`src/rtl/dbgcfg_pkg.sv`:
```
package dbgcfg_pkg;

  localparam int unsigned DATA_W     = 32;
  localparam int unsigned NUM_REGS   = 4;
  localparam int unsigned SLOT_W     = $clog2(NUM_REGS);
  localparam logic [DATA_W-1:0] ACCESS_KEY = 32'h9C5A_203A;
  localparam logic [DATA_W-1:0] BASE_INDEX = 32'hC001_1024;

  typedef enum logic [SLOT_W-1:0] {
    SLOT_CTRL   = 2'd0,
    SLOT_DMATCH = 2'd1,
    SLOT_DMASK  = 2'd2,
    SLOT_AMASK  = 2'd3
  } slot_e;

  // Stored width of each slot.
  function automatic int unsigned slot_width(int unsigned s);
    case (s)
      0:       return 8;
      1:       return 32;
      2:       return 32;
      default: return 12;
    endcase
  endfunction

endpackage

```
`src/rtl/dbgcfg_rst_sync.sv`:
```
module dbgcfg_rst_sync (
  input  logic clk,
  input  logic rst_n,
  output logic rst_sync_n
);

  logic stage1_q;
  logic stage2_q;

  always_ff @(posedge clk or negedge rst_n) begin
    if (!rst_n) begin
      stage1_q <= 1'b0;
      stage2_q <= 1'b0;
    end else begin
      stage1_q <= 1'b1;
      stage2_q <= stage1_q;
    end
  end

  assign rst_sync_n = stage2_q;

endmodule

```
`src/rtl/dbgcfg_decode.sv`:
```
module dbgcfg_decode
  import dbgcfg_pkg::*;
(
  input  logic                req_valid,
  input  logic [DATA_W-1:0]   req_index,
  input  logic [DATA_W-1:0]   req_key,
  output logic                grant,
  output logic                fault,
  output logic [SLOT_W-1:0]   slot,
  output logic [NUM_REGS-1:0] hit
);

  logic [DATA_W-1:0] offset;
  logic              key_ok;
  logic              in_range;

  always_comb begin
    offset   = req_index - BASE_INDEX;
    in_range = (offset < DATA_W'(NUM_REGS));
    key_ok   = (req_key == ACCESS_KEY);
    slot     = offset[SLOT_W-1:0];
    grant    = req_valid && key_ok && in_range;
    fault    = req_valid && !grant;
  end

  for (genvar g = 0; g < NUM_REGS; g++) begin : g_hit
    assign hit[g] = grant && (slot == SLOT_W'(g));
  end

endmodule

```
`src/rtl/dbgcfg_field.sv`:
```
module dbgcfg_field #(
  parameter int unsigned W = 8
) (
  input  logic         clk,
  input  logic         rst_n,
  input  logic         we,
  input  logic [W-1:0] wdata,
  output logic [W-1:0] q
);

  logic [W-1:0] value_q;
  logic [W-1:0] value_d;

  always_comb begin
    value_d = value_q;
    if (we) value_d = wdata;
  end

  always_ff @(posedge clk or negedge rst_n) begin
    if (!rst_n) value_q <= '0;
    else        value_q <= value_d;
  end

  assign q = value_q;

  AST_FIELD_HOLDS_WITHOUT_WE: assert property (@(posedge clk) disable iff (!rst_n)
    !we |=> $stable(value_q));

endmodule

```
`src/rtl/dbgcfg_bank.sv`:
```
module dbgcfg_bank
  import dbgcfg_pkg::*;
(
  input  logic        clk,
  input  logic        rst_n,
  input  logic        req_valid,
  input  logic        req_write,
  input  logic [31:0] req_index,
  input  logic [31:0] req_wdata,
  input  logic [31:0] req_key,
  output logic        rsp_done,
  output logic [31:0] rsp_rdata,
  output logic        rsp_fault,
  output logic [6:0]  cfg_ctrl,
  output logic        cfg_mode_enter,
  output logic [31:0] cfg_dmatch,
  output logic [31:0] cfg_dmask,
  output logic [11:0] cfg_amask
);

  logic                rst_sync_n;
  logic                grant;
  logic                fault;
  logic [SLOT_W-1:0]   slot;
  logic [NUM_REGS-1:0] hit;
  logic [DATA_W-1:0]   slot_val [NUM_REGS];

  logic              done_q,  done_d;
  logic              fault_q, fault_d;
  logic [DATA_W-1:0] rdata_q, rdata_d;

  dbgcfg_rst_sync u_rst_sync (
    .clk        (clk),
    .rst_n      (rst_n),
    .rst_sync_n (rst_sync_n)
  );

  dbgcfg_decode u_decode (
    .req_valid (req_valid),
    .req_index (req_index),
    .req_key   (req_key),
    .grant     (grant),
    .fault     (fault),
    .slot      (slot),
    .hit       (hit)
  );

  for (genvar g = 0; g < NUM_REGS; g++) begin : g_slot
    localparam int unsigned FW = slot_width(g);
    logic [FW-1:0] field_q;

    dbgcfg_field #(.W(FW)) u_field (
      .clk   (clk),
      .rst_n (rst_sync_n),
      .we    (hit[g] && req_write),
      .wdata (req_wdata[FW-1:0]),
      .q     (field_q)
    );

    assign slot_val[g] = DATA_W'(field_q);
  end

  // Response next state.
  always_comb begin
    done_d  = req_valid;
    fault_d = fault;
    rdata_d = '0;
    if (grant && !req_write) rdata_d = slot_val[slot];
  end

  always_ff @(posedge clk or negedge rst_sync_n) begin
    if (!rst_sync_n) begin
      done_q  <= 1'b0;
      fault_q <= 1'b0;
      rdata_q <= '0;
    end else begin
      done_q  <= done_d;
      fault_q <= fault_d;
      rdata_q <= rdata_d;
    end
  end

  assign rsp_done       = done_q;
  assign rsp_fault      = fault_q;
  assign rsp_rdata      = rdata_q;
  assign cfg_ctrl       = slot_val[SLOT_CTRL][6:0];
  assign cfg_mode_enter = slot_val[SLOT_CTRL][7];
  assign cfg_dmatch     = slot_val[SLOT_DMATCH];
  assign cfg_dmask      = slot_val[SLOT_DMASK];
  assign cfg_amask      = slot_val[SLOT_AMASK][11:0];

  AST_DONE_AFTER_REQ: assert property (@(posedge clk) disable iff (!rst_sync_n)
    req_valid |=> rsp_done);
  AST_QUIET_WHEN_IDLE: assert property (@(posedge clk) disable iff (!rst_sync_n)
    !req_valid |=> (!rsp_done && !rsp_fault && rsp_rdata == '0));
  AST_FAULT_ZERO_DATA: assert property (@(posedge clk) disable iff (!rst_sync_n)
    rsp_fault |-> (rsp_rdata == '0));
  AST_FAULT_KEEPS_STATE: assert property (@(posedge clk) disable iff (!rst_sync_n)
    (req_valid && !grant) |=> ($stable(cfg_ctrl) && $stable(cfg_mode_enter) &&
      $stable(cfg_dmatch) && $stable(cfg_dmask) && $stable(cfg_amask)));
  AST_SINGLE_SLOT: assert property (@(posedge clk) disable iff (!rst_sync_n)
    $onehot0(hit));
  AST_WRITE_RESP_ZERO: assert property (@(posedge clk) disable iff (!rst_sync_n)
    (req_valid && req_write) |=> (rsp_rdata == '0));

endmodule

```
`config.mk`:
```
export PLATFORM = sky130hd
export DESIGN_NAME = dbgcfg_bank
export DESIGN_NICKNAME = d
export VERILOG_FILES = /design/src/rtl/dbgcfg_pkg.sv /design/src/rtl/dbgcfg_rst_sync.sv /design/src/rtl/dbgcfg_decode.sv /design/src/rtl/dbgcfg_field.sv /design/src/rtl/dbgcfg_bank.sv
export SDC_FILE = /design/constraint.sdc
export NUM_CORES = 1
export LEC_CHECK = 0
export BUFFER_PORTS_ARGS = -buffer_cell sky130_fd_sc_hd__buf_4
export CAP_MARGIN = 20
export CORE_MARGIN = 3
export CORE_UTILIZATION = 34
export CTS_BUF_LIST = sky130_fd_sc_hd__clkbuf_16
export DETAILED_ROUTE_END_ITERATION = 7
export SLEW_MARGIN = 20
export SYNTH_ARGS = -nofsm -noshare
export SYNTH_HDL_FRONTEND = slang
export SYNTH_SLANG_ARGS = --single-unit
```
`constraint.sdc`:
```
create_clock -name clk -period 9.3 [get_ports clk]
set_input_delay 0.465 -clock clk [delete_from_list [all_inputs] [get_ports clk]]
set_output_delay 0.465 -clock clk [all_outputs]
set_load 0.02 [all_outputs]
```
==> key figures <==
Status
  • Status: complete, no violations

Final layout
  • Design area: approximately 8200 µm²
  • Fin nets: 750
  • Inserted Diodes: 0
  • Area delta synth->final: 40.35%
  • Fin cells: 883
  • Util after Layout: 49.20%
  • Share of cells above drive strength 1: between 50 and 60%

Power
  • Combinational fraction of design power: around 7.3%
  • Pwr Density: between 150 and 200 nW/µm²
  • Leakage power: 3.950 nW
  • P_int: ~0.95 mW
  • Tot Pwr: about 1.2 mW
  • Sw frac: about a quarter
  • Clock share of power: between 50% and 60%
  • Max VDD drop: about 120 µV
  • Switching pwr: roughly 0.29 mW
  • Power share of the sequential group: a little over two fifths

Clock network
  • CTS tree: yes
  • Clk slew on worst S/H paths: around 0.060 ns
  • Num CTS Buffers: 17
  • Post-CTS setup buffer count: 0
  • Hold Buf Count CTS: 1
  • Clock buffer depth: 2
  • H-tree levels: 4
  • Post_cts resized: 0
  • Clock sink count: 120
  • Clock root buffer: clkbuf_16
  • Clk_lat worst skew: ~0.42 ns

STA
  • Fin crit period: 3.568 ns
  • Fin crit share: between 30% and 40%
  • Worst setup margin: around 5.7 ns
  • Slew margin rel.: between 30% and 40%
  • Skew final: around 0.011 ns
  • Fin. Hold Viols: 0
  • Max Fclk: approximately 280 MHz
  • Final count of negative-setup-slack endpoints: 0
  • RSZ-0062 raised after global routing: no
  • Worst hold slack: ~0.18 ns
  • TNS Setup: 0 ns
  • Max-slew violations: 0
  • Worst-margin pin slew: 0.9867 ns

Yosys
  • Synth cell types: between 60 and 70
  • Compound-Gate Fraction of Synth Area: under 10%
  • Post-synthesis sequential area ratio: approximately half
  • Synth Register Bits: 120
  • Largest family of logic cells by synthesized area: multiplexers
  • Synthesis Warnings: 0
  • Post-synth top flop: dfrtp_1
  • Synthesized Nets: 537
  • Synth Area in Simple Gates: 16.76%
  • Post-synthesis xor/xnor area fraction: 0%
  • Cells after synthesis: 437
  • Post-synth ARST share: 100.0%
  • Post-Syn Area: roughly 5900 µm²
  • Area share of the largest cell type after synthesis: 51.11%
  • Top-count cell post-synth: dfrtp_1
  • Synth area leaders: dfrtp_1, mux2_2, nor3_2
  • Post-synthesis adder-cell area fraction: 0%
  • Post-synth top area cell: dfrtp_1
  • EDFF count, synth: 0
  • Syn Area/Cell: 13.45 µm²
  • Most instantiated cells after synthesis: dfrtp_1, mux2_2, a22oi_1, nor3_2, clkbuf_1
  • Mux share of post-synthesis cell area: roughly a fifth

Hold path
  • Worst hold path class: input port to flip-flop
  • WHS Path Cells: 1

Drt
  • Routed vias: roughly 4700
  • DR WL/cell: 20.27 µm
  • Vias per inst: ~5.3
  • First DRT Iteration DRCs: roughly 200
  • Total Wirelength: approximately 18000 µm
  • DRC: 0
  • DRT antenna net count: 0
  • Pre-antenna DRT Iters: 4

Critical path
  • CP dominant cell by count: buf_4
  • CP top delay family: simple AND/OR/NAND/NOR gates
  • CP cell instances: buf_4 -> or4_4 -> nor3_2 -> o31ai_1 -> mux2i_1 -> nand4b_4 -> nor4_4 -> buf_4 -> mux2_2
  • Critical path's slowest cell: nor4_4
  • Critical Path RT: 9.59 ns
  • Worst Path Buf+Inv: 2
  • Element type at the critical path end: flip-flop
  • R2R depth: 1
  • Crit-path max cell delay: roughly 0.82 ns
  • Crit start category: input port
  • CP Depth: 9
  • Crit path max fanout: 23
  • Setup CP Type: input port to flip-flop
  • Arrival time at the worst endpoint: just under 4 ns

Placed design
  • I/O Buffers: 217
  • RePlAce Congestion: about 0.85
  • Post-DP HPWL: 12780 µm
  • Placed instance area: ~7700 µm²
  • Setup WS pre-CTS: roughly 5.3 ns
  • Placed insts: between 800 and 900

Die
  • Die ar.: 18900 µm²
  • Core Region: roughly 17000 µm²
  • # rows: 47
  • Ports: around 220
  • Initial core utilization: approximately a third
  • Die width: 137.5 µm
  • Vert. Die Dim: 137.5 µm

Global routing
  • Pin count of the biggest net entering global routing: 79
  • Global router's overall resource usage: a little under a fifth
  • Global-route wire length before repair: about 27000 µm
  • Initial antenna violation count: 0
  • Vias in the first global route: 5021
  • Grt ovf: 0

Flow run
  • Max-capacitance violation count: 0
[final timing paths]
kind	startpoint	endpoint	slack, ns
max in group asynchronous	u_rst_sync.rst_sync_n	g_slot[1].u_field.q[21]	7.61
min reg2reg	u_rst_sync.rst_sync_n	rsp_rdata[19]	0.31
min in group asynchronous	u_rst_sync.rst_sync_n	rsp_rdata[19]	0.31
min	req_valid	rsp_done	0.18
max reg2reg	u_rst_sync.rst_sync_n	g_slot[1].u_field.q[21]	7.61
max	req_index[9]	g_slot[1].u_field.q[20]	5.73
[layer usage]
metal,vias up,global-route usage [%],part of all wire [%]
met5,-,0,0
met4,0,6.929,2.2
met3,31,6.465,7.5
met2,221,30.59,49
met1,2345,22.97,41
li1,2118,-,-
[cell usage in the layout (no fill, tap or decap), types with 3 or more instances in the layout]
| master | n |
|---|---|
| a21boi_0 | 3 |
| nand4_1 | 7 |
| nor3b_2 | 6 |
| nand2_1 | 6 |
| nor2_1 | 12 |
| clkbuf_16 | 17 |
| mux2_1 | 6 |
| or3_1 | 3 |
| o21ai_0 | 5 |
| mux4_2 | 8 |
| o2111ai_1 | 3 |
| mux2_2 | 82 |
| nand3_1 | 5 |
| nor4b_1 | 7 |
| o31ai_1 | 4 |
| nor3_1 | 6 |
| a22oi_1 | 26 |
| nor4_1 | 9 |
| or4_4 | 3 |
| nor4_4 | 3 |
| nor3_2 | 25 |
| clkinvlp_4 | 3 |
| and4b_1 | 3 |
| nand4b_1 | 3 |
| and2_1 | 3 |
| inv_1 | 10 |
| buf_4 | 222 |
| dfrtp_1 | 119 |
[power groups by stage]
stage	registers [mW]	logic, mW	clock network, mW
final	0.527	0.0907	0.625
after global routing	0.527	0.0983	0.661
after CTS	0.527	0.0909	0.636
after detailed placement	0.537	0.0904	0
after global placement	0.536	0.0901	0
after floorplan	0.541	0.0304	0
[registers in the layout, summed over array words and instances, names as in the netlist]
| register | cells |
|---|---|
| u_rst_sync.rst_sync_n | 1 |
| rsp_rdata | 32 |
| rsp_fault | 1 |
| rsp_done | 1 |
| g_slot.u_field.q | 84 |
| u_rst_sync.stage1_q | 1 |
[cells by family (layout without fill, tap and decap cells)]
family,after synthesis,count (layout)
other cells,1,1
simple gates,118,118
flops,120,120
compound gates,65,65
mux,97,97
buf+inv,36,262
[cell type report]
cell class,count,area [µm²]
fillers,1526,8513
flip-flops and latches,120,3007
multi-input cells,281,2699
repair buffers,223,1677
clock buffers,17,425.4
well taps,220,275.3
clock inverters,15,137.6
inverters,7,26.28
Note: power is estimated with default switching activity, not from simulation.
